[config.mk]
export PLATFORM = sky130hd
export DESIGN_NAME = rl_alu
export DESIGN_NICKNAME = d
export VERILOG_FILES = /design/src/rtl/rl_alu_pkg.sv /design/src/rtl/rl_decode.sv /design/src/rtl/rl_simple_unit.sv /design/src/rtl/rl_iter_unit.sv /design/src/rtl/rl_alu.sv
export SDC_FILE = /design/constraint.sdc
export NUM_CORES = 1
export LEC_CHECK = 0
export BUFFER_PORTS_ARGS = -buffer_cell sky130_fd_sc_hd__buf_2
export CELL_PAD_IN_SITES_DETAIL_PLACEMENT = 0
export CELL_PAD_IN_SITES_GLOBAL_PLACEMENT = 2
export CORE_UTILIZATION = 33
export CTS_CLUSTER_SIZE = 14
export DETAILED_ROUTE_END_ITERATION = 6
export HOLD_SLACK_MARGIN = 0.12
export PLACE_DENSITY = 0.83
export SLEW_MARGIN = 20
export SYNTH_ARGS = -nofsm -noshare
export SYNTH_HDL_FRONTEND = slang
export SYNTH_SLANG_ARGS = --single-unit
[constraint.sdc]
create_clock -name clk -period 4.5 [get_ports clk]
set_input_delay 0.225 -clock clk [delete_from_list [all_inputs] [get_ports clk]]
set_output_delay 0.225 -clock clk [all_outputs]
set_load 0.05 [all_outputs]
[src/rtl/rl_alu_pkg.sv]
package rl_alu_pkg;

    localparam logic [3:0] FN_ADD  = 4'h0;
    localparam logic [3:0] FN_SUB  = 4'h1;
    localparam logic [3:0] FN_MUL  = 4'h2;
    localparam logic [3:0] FN_DIV  = 4'h3;
    localparam logic [3:0] FN_CEQ  = 4'h4;
    localparam logic [3:0] FN_CLT  = 4'h5;
    localparam logic [3:0] FN_CLE  = 4'h6;
    localparam logic [3:0] FN_BAD0 = 4'h7;
    localparam logic [3:0] FN_AND  = 4'h8;
    localparam logic [3:0] FN_OR   = 4'h9;
    localparam logic [3:0] FN_XOR  = 4'hA;
    localparam logic [3:0] FN_XNOR = 4'hB;
    localparam logic [3:0] FN_SHL  = 4'hC;
    localparam logic [3:0] FN_SHR  = 4'hD;
    localparam logic [3:0] FN_SRA  = 4'hE;
    localparam logic [3:0] FN_BAD1 = 4'hF;

    typedef struct packed {
        logic       legal;
        logic       use_lit;
        logic       is_long;
        logic       is_div;
        logic [3:0] fn;
    } alu_dec_t;

endpackage

[src/rtl/rl_decode.sv]
module rl_decode
    import rl_alu_pkg::*;
#(
    parameter int W     = 32,
    parameter int LIT_W = 16
) (
    input  logic [5:0]       opcode,
    input  logic [W-1:0]     op_b,
    input  logic [LIT_W-1:0] literal,
    output alu_dec_t         dec,
    output logic [W-1:0]     b_eff
);
    localparam int EXT_W = W - LIT_W;

    always_comb begin
        dec.fn      = opcode[3:0];
        dec.use_lit = opcode[4];
        dec.legal   = opcode[5] && (opcode[3:0] != FN_BAD0) && (opcode[3:0] != FN_BAD1);
        dec.is_div  = (opcode[3:0] == FN_DIV);
        dec.is_long = (opcode[3:0] == FN_MUL) || (opcode[3:0] == FN_DIV);
        b_eff = opcode[4] ? {{EXT_W{literal[LIT_W-1]}}, literal} : op_b;
    end

endmodule

[src/rtl/rl_simple_unit.sv]
module rl_simple_unit
    import rl_alu_pkg::*;
#(
    parameter int W = 32
) (
    input  logic [3:0]   fn,
    input  logic [W-1:0] a,
    input  logic [W-1:0] b,
    output logic [W-1:0] res
);
    localparam int SH_W = $clog2(W);

    logic [SH_W-1:0] amt;
    logic            lt;
    logic            eq;

    always_comb begin
        amt = b[SH_W-1:0];
        lt  = $signed(a) < $signed(b);
        eq  = (a == b);
        unique case (fn)
            FN_ADD:  res = a + b;
            FN_SUB:  res = a - b;
            FN_CEQ:  res = {{(W-1){1'b0}}, eq};
            FN_CLT:  res = {{(W-1){1'b0}}, lt};
            FN_CLE:  res = {{(W-1){1'b0}}, lt | eq};
            FN_AND:  res = a & b;
            FN_OR:   res = a | b;
            FN_XOR:  res = a ^ b;
            FN_XNOR: res = ~(a ^ b);
            FN_SHL:  res = a << amt;
            FN_SHR:  res = a >> amt;
            FN_SRA:  res = $unsigned($signed(a) >>> amt);
            default: res = '0;
        endcase
    end

endmodule

[src/rtl/rl_iter_unit.sv]
module rl_iter_unit #(
    parameter int W = 32
) (
    input  logic         clk,
    input  logic         rst_n,
    input  logic         go,
    input  logic         go_div,
    input  logic [W-1:0] a,
    input  logic [W-1:0] b,
    output logic         busy,
    output logic         fin,
    output logic [W-1:0] res
);
    localparam int CNT_W = $clog2(W + 1);
    localparam logic [CNT_W-1:0] LAST = CNT_W'(W);

    typedef struct packed {
        logic             busy;
        logic             is_div;
        logic             neg;
        logic             dz;
        logic [CNT_W-1:0] cnt;
        logic [W-1:0]     acc;
        logic [W-1:0]     x;
        logic [W-1:0]     y;
    } it_st_t;

    it_st_t st_d, st_q;
    logic [W-1:0] rem_sh;

    always_comb begin
        st_d   = st_q;
        fin    = st_q.busy && (st_q.cnt == LAST);
        rem_sh = {st_q.acc[W-2:0], st_q.x[W-1]};
        if (go) begin
            st_d.busy   = 1'b1;
            st_d.is_div = go_div;
            st_d.cnt    = '0;
            st_d.acc    = '0;
            if (go_div) begin
                st_d.neg = a[W-1] ^ b[W-1];
                st_d.dz  = (b == '0);
                st_d.x   = a[W-1] ? -a : a;
                st_d.y   = b[W-1] ? -b : b;
            end else begin
                st_d.neg = 1'b0;
                st_d.dz  = 1'b0;
                st_d.x   = a;
                st_d.y   = b;
            end
        end else if (st_q.busy) begin
            if (fin) begin
                st_d.busy = 1'b0;
            end else begin
                st_d.cnt = st_q.cnt + 1'b1;
                if (st_q.is_div) begin
                    if (rem_sh >= st_q.y) begin
                        st_d.acc = rem_sh - st_q.y;
                        st_d.x   = {st_q.x[W-2:0], 1'b1};
                    end else begin
                        st_d.acc = rem_sh;
                        st_d.x   = {st_q.x[W-2:0], 1'b0};
                    end
                end else begin
                    if (st_q.y[0]) st_d.acc = st_q.acc + st_q.x;
                    st_d.x = st_q.x << 1;
                    st_d.y = st_q.y >> 1;
                end
            end
        end
    end

    always_ff @(posedge clk or negedge rst_n) begin
        if (!rst_n) st_q <= '0;
        else        st_q <= st_d;
    end

    always_comb begin
        busy = st_q.busy;
        if (!st_q.is_div)  res = st_q.acc;
        else if (st_q.dz)  res = '1;
        else if (st_q.neg) res = -st_q.x;
        else               res = st_q.x;
    end

endmodule

[src/rtl/rl_alu.sv]
module rl_alu
    import rl_alu_pkg::*;
#(
    parameter int W     = 32,
    parameter int LIT_W = 16
) (
    input  logic             clk,
    input  logic             rst_n,
    input  logic             start,
    input  logic [5:0]       opcode,
    input  logic [W-1:0]     op_a,
    input  logic [W-1:0]     op_b,
    input  logic [LIT_W-1:0] literal,
    output logic             done,
    output logic             busy,
    output logic             illegal,
    output logic [W-1:0]     result
);
    alu_dec_t     dec;
    logic [W-1:0] b_eff;
    logic [W-1:0] simple_res;
    logic [W-1:0] iter_res;
    logic         iter_busy;
    logic         iter_fin;
    logic         accept;
    logic         go_long;
    logic         go_short;

    rl_decode #(.W(W), .LIT_W(LIT_W)) i_decode (
        .opcode  (opcode),
        .op_b    (op_b),
        .literal (literal),
        .dec     (dec),
        .b_eff   (b_eff)
    );

    rl_simple_unit #(.W(W)) i_simple (
        .fn  (dec.fn),
        .a   (op_a),
        .b   (b_eff),
        .res (simple_res)
    );

    always_comb begin
        accept   = start && !iter_busy;
        go_long  = accept && dec.legal && dec.is_long;
        go_short = accept && dec.legal && !dec.is_long;
    end

    rl_iter_unit #(.W(W)) i_iter (
        .clk    (clk),
        .rst_n  (rst_n),
        .go     (go_long),
        .go_div (dec.is_div),
        .a      (op_a),
        .b      (b_eff),
        .busy   (iter_busy),
        .fin    (iter_fin),
        .res    (iter_res)
    );

    always_comb begin
        busy    = iter_busy;
        illegal = accept && !dec.legal;
        done    = iter_fin || go_short || illegal;
        if (iter_fin)      result = iter_res;
        else if (go_short) result = simple_res;
        else               result = '0;
    end

endmodule

==> impl_metrics.ini <==
[run_status]
run_status = finished, final reports clean

[worst_setup_path]
worstReg2RegEnd = i_iter.rem_sh[31]$_DFFE_PN0P_
arrival_ns = 4.18
ff2ff_setup_slack_ns = 0.71
cp_num_cells = 18
crit_fanout = 34
crit_buf_inv = 7
r2r_cells = 13
worstSetupStartpointType = primary input
crit_chain = buf_2, buf_12, buf_6, and2_1, nor2_1, ha_1, nor4_2, buf_4, o2111ai_1, buf_4, a21oi_2, buf_4, nor2_1, xnor2_1, o22ai_1, a211oi_1, o221ai_1, buf_2
cpLargestDelayFamily = buffers and inverters
cp-end-kind = output port
path_common_cell = buf_4
required_ns = 4.28
cpPeakStageDelay_ns = 0.44
path_class = in -> out
cp_slowest_cell = o221ai_1
rr_startpoint = i_iter.rem_sh[1]$_DFFE_PN0P_

[routing]
drc = 0
drt_iter0_drc = 2271
viasPerCell = 6.203
drt-total-wl_um = 106600
wl_per_cell_um = 27.83
vias = 23760
first_pass_iters = 6
drtAntennaViolNets = 0

[floorplan]
dieArea_mm2 = 0.06219
row_count = 90
fp.coreArea_mm2 = 0.06036
initial_utilization_pct = 33.46
die_h_um = 249.4
io-pin-count = 124
die_w_um = 249.4

[synth]
ys_seq_area_share_pct = 13.13
synth_fa_ha_area_share_pct = 10.62
synth_edf_count = 0
async_reset_ff_share_pct = 100.0
synth_top_family_by_area = compound AO/OA/AOI/OAI gates
synth_seq_cells = 106
synth_area_mm2 = 0.02020
synth_simple_gate_area_share_pct = 20.39
synth-xor-area-share_pct = 6.635
synth_cells = 2879
synth-main-ff-cell = dfrtp_1
synthMuxAreaShare_pct = 10.55
yosysWarnings = 0
ys_types = 96
syn_avg_cell_area_um2 = 7.015
synth_compound_area_share_pct = 31.91
syn-num-nets = 3137

[placement]
place_ws_ns = -0.1163
place_area_mm2 = 0.02308
port_buffers = 123
dpl.hpwl_um = 87170
place_inst = 3812
place_congestion = 1.001

[cts]
clock-sinks = 106
cts_max_level = 3
clk_latency_ns = 0.38
cts_tree = done
cts-buffers-inserted = 9
clkTransAtPathRegs_ns = 0.08
clockBufferDepth = 2
cts.root.buffer_cell = clkbuf_16

[global_routing]
gr-total-overflow = 0
grt_pass1_wl_um = 155100
grt_pass1_vias = 22680
grt_max_degree = 64
antenna_found_initial = 6
groute.usage.overall_pct = 33.29

[pwr]
p_leak_nw = 10.04
power_mw = 8.594
vdd.ir_drop.worst_v = 0.0003924
power.density_mw_per_mm2 = 365.9

[worst_hold_path]
hp-start = op_a[1]
hold_depth = 3
hold_class = in -> reg
whs_endpoint = i_iter.st_q[33]$_DFFE_PN0P_

[timing]
fin_hold_ws_ns = 0.3268
fin_crit_sh_pct = 97.96
worst_pin_slew_ns = 0.9452
relSlewSlack_pct = 36.83
finalHoldViolCount = 0
min_period_ns = 4.408
setup_violations = 0
fin_skew_ns = 0.01295
rsz0062_at_grt = yes
clock.fmax_mhz = 226.8
slew_viol_final = 0
fin_setup_tns_ns = 0
worst_slack_ns = 0.09166

[finish]
drive_gt1_share_pct = 15.10
final_common_cell = nand2_1
nets = 3300
fill_cells = 6457
final_cells = 3830
syn_to_final_growth_pct = 16.30
final_area_mm2 = 0.02349
most-common-layout-cells = 340 x nand2_1, 257 x nor2_1, 229 x o21ai_0, 228 x a21oi_1, 220 x buf_4
fin_util_pct = 38.91

[flow_run]
maxCapViolCount = 0
==> worst max-delay path by stage <==
stage	slack [ns]	start	endpoint
floorplan	-0.1	opcode[4]	result[31]
finish	0.09	opcode[4]	result[22]
global placement	-0.15	opcode[4]	result[0]
CTS	0.04	opcode[4]	result[26]
global route	-0.003	opcode[4]	result[28]
detailed placement	-0.12	opcode[4]	result[21]
==> worst min-delay path, stage by stage <==
cell and delay [ns]:
buf_2 0.23, nand2_1 0.11, a31oi_1 0.08
==> area by class of cell <==
class                           count  area, µm²  share of cell area (%)
Antenna cell                        1      2.502                 0.01065
Sequential cell                   106       2654                   11.30
Multi-Input combinational cell   2423      16410                   69.86
Timing Repair Buffer              348       2559                   10.89
Clock buffer                       10      239.0                   1.017
Inverter                          154      578.1                   2.461
Tap cell                          782      978.4                   4.166
Clock inverter                      6      67.56                  0.2877
==> report_power, final <==
| part | internal [mW] | leakage, nW | switching, mW | total, mW |
|---|---|---|---|---|
| sequential | 1.16 | 1.38 | 0.372 | 1.53 |
| clock | 0.408 | 0.150 | 0.420 | 0.828 |
| combinational | 2.48 | 8.51 | 3.75 | 6.24 |
| total | 4.05 | 10.0 | 4.54 | 8.59 |
==> registers in the layout, summed over array words and instances (netlist names) <==
name	cells
i_iter.rem_sh	32
i_iter.st_q	73
i_iter.busy	1
==> synth_stat cells, types with 23 or more instances <==
cell type / number / share of area [%]
xor2_1: 24 / 1.0
o211ai_1: 35 / 1.3
a22oi_1: 25 / 0.93
nor2b_1: 29 / 0.90
a21oi_1: 236 / 5.8
mux2i_1: 180 / 8.9
nor2_1: 262 / 4.9
o21ai_0: 241 / 6.0
ha_1: 165 / 10
nand2_1: 340 / 6.3
dfrtp_1: 106 / 13
a211oi_1: 47 / 1.7
o21bai_1: 26 / 0.97
clkbuf_1: 147 / 2.7
nand3_1: 57 / 1.4
a21o_1: 44 / 1.6
nor3_1: 60 / 1.5
a31oi_1: 69 / 2.1
a221oi_1: 23 / 1.0
buf_1: 24 / 0.45
o221ai_1: 61 / 2.6
inv_1: 153 / 2.8
o31ai_1: 24 / 0.89
or3_1: 27 / 0.84
xnor2_1: 129 / 5.6
==> layer usage <==
layer / wire length (µm) / track usage [%] / vias up / part of all wire [%]
met1: 47230 / 46.41 / 11590 / 44
met4: 3682 / 11.02 / 6 / 3.5
met3: 7597 / 3.035 / 169 / 7.1
met5: 36 / 0 / - / 0.034
li1: - / - / 10900 / -
met2: 48040 / 53.68 / 1088 / 45
==> cell families after synthesis <==
group | Yosys count
AO/OA/AOI/OAI | 992
multiplexers | 203
adder cells (fa/ha/maj) | 169
buffers and inverters | 350
AND/OR/NAND/NOR | 906
XOR/XNOR | 153
flip-flops | 106
==> repair_timing <==
action,4_1_cts,5_1_grt
resized for setup,5,22
setup endpoints to repair,4,13
setup buffers,0,0
hold buffers,1,0
hold endpoints to repair,62,0
Power figures use the tool's default switching activity.
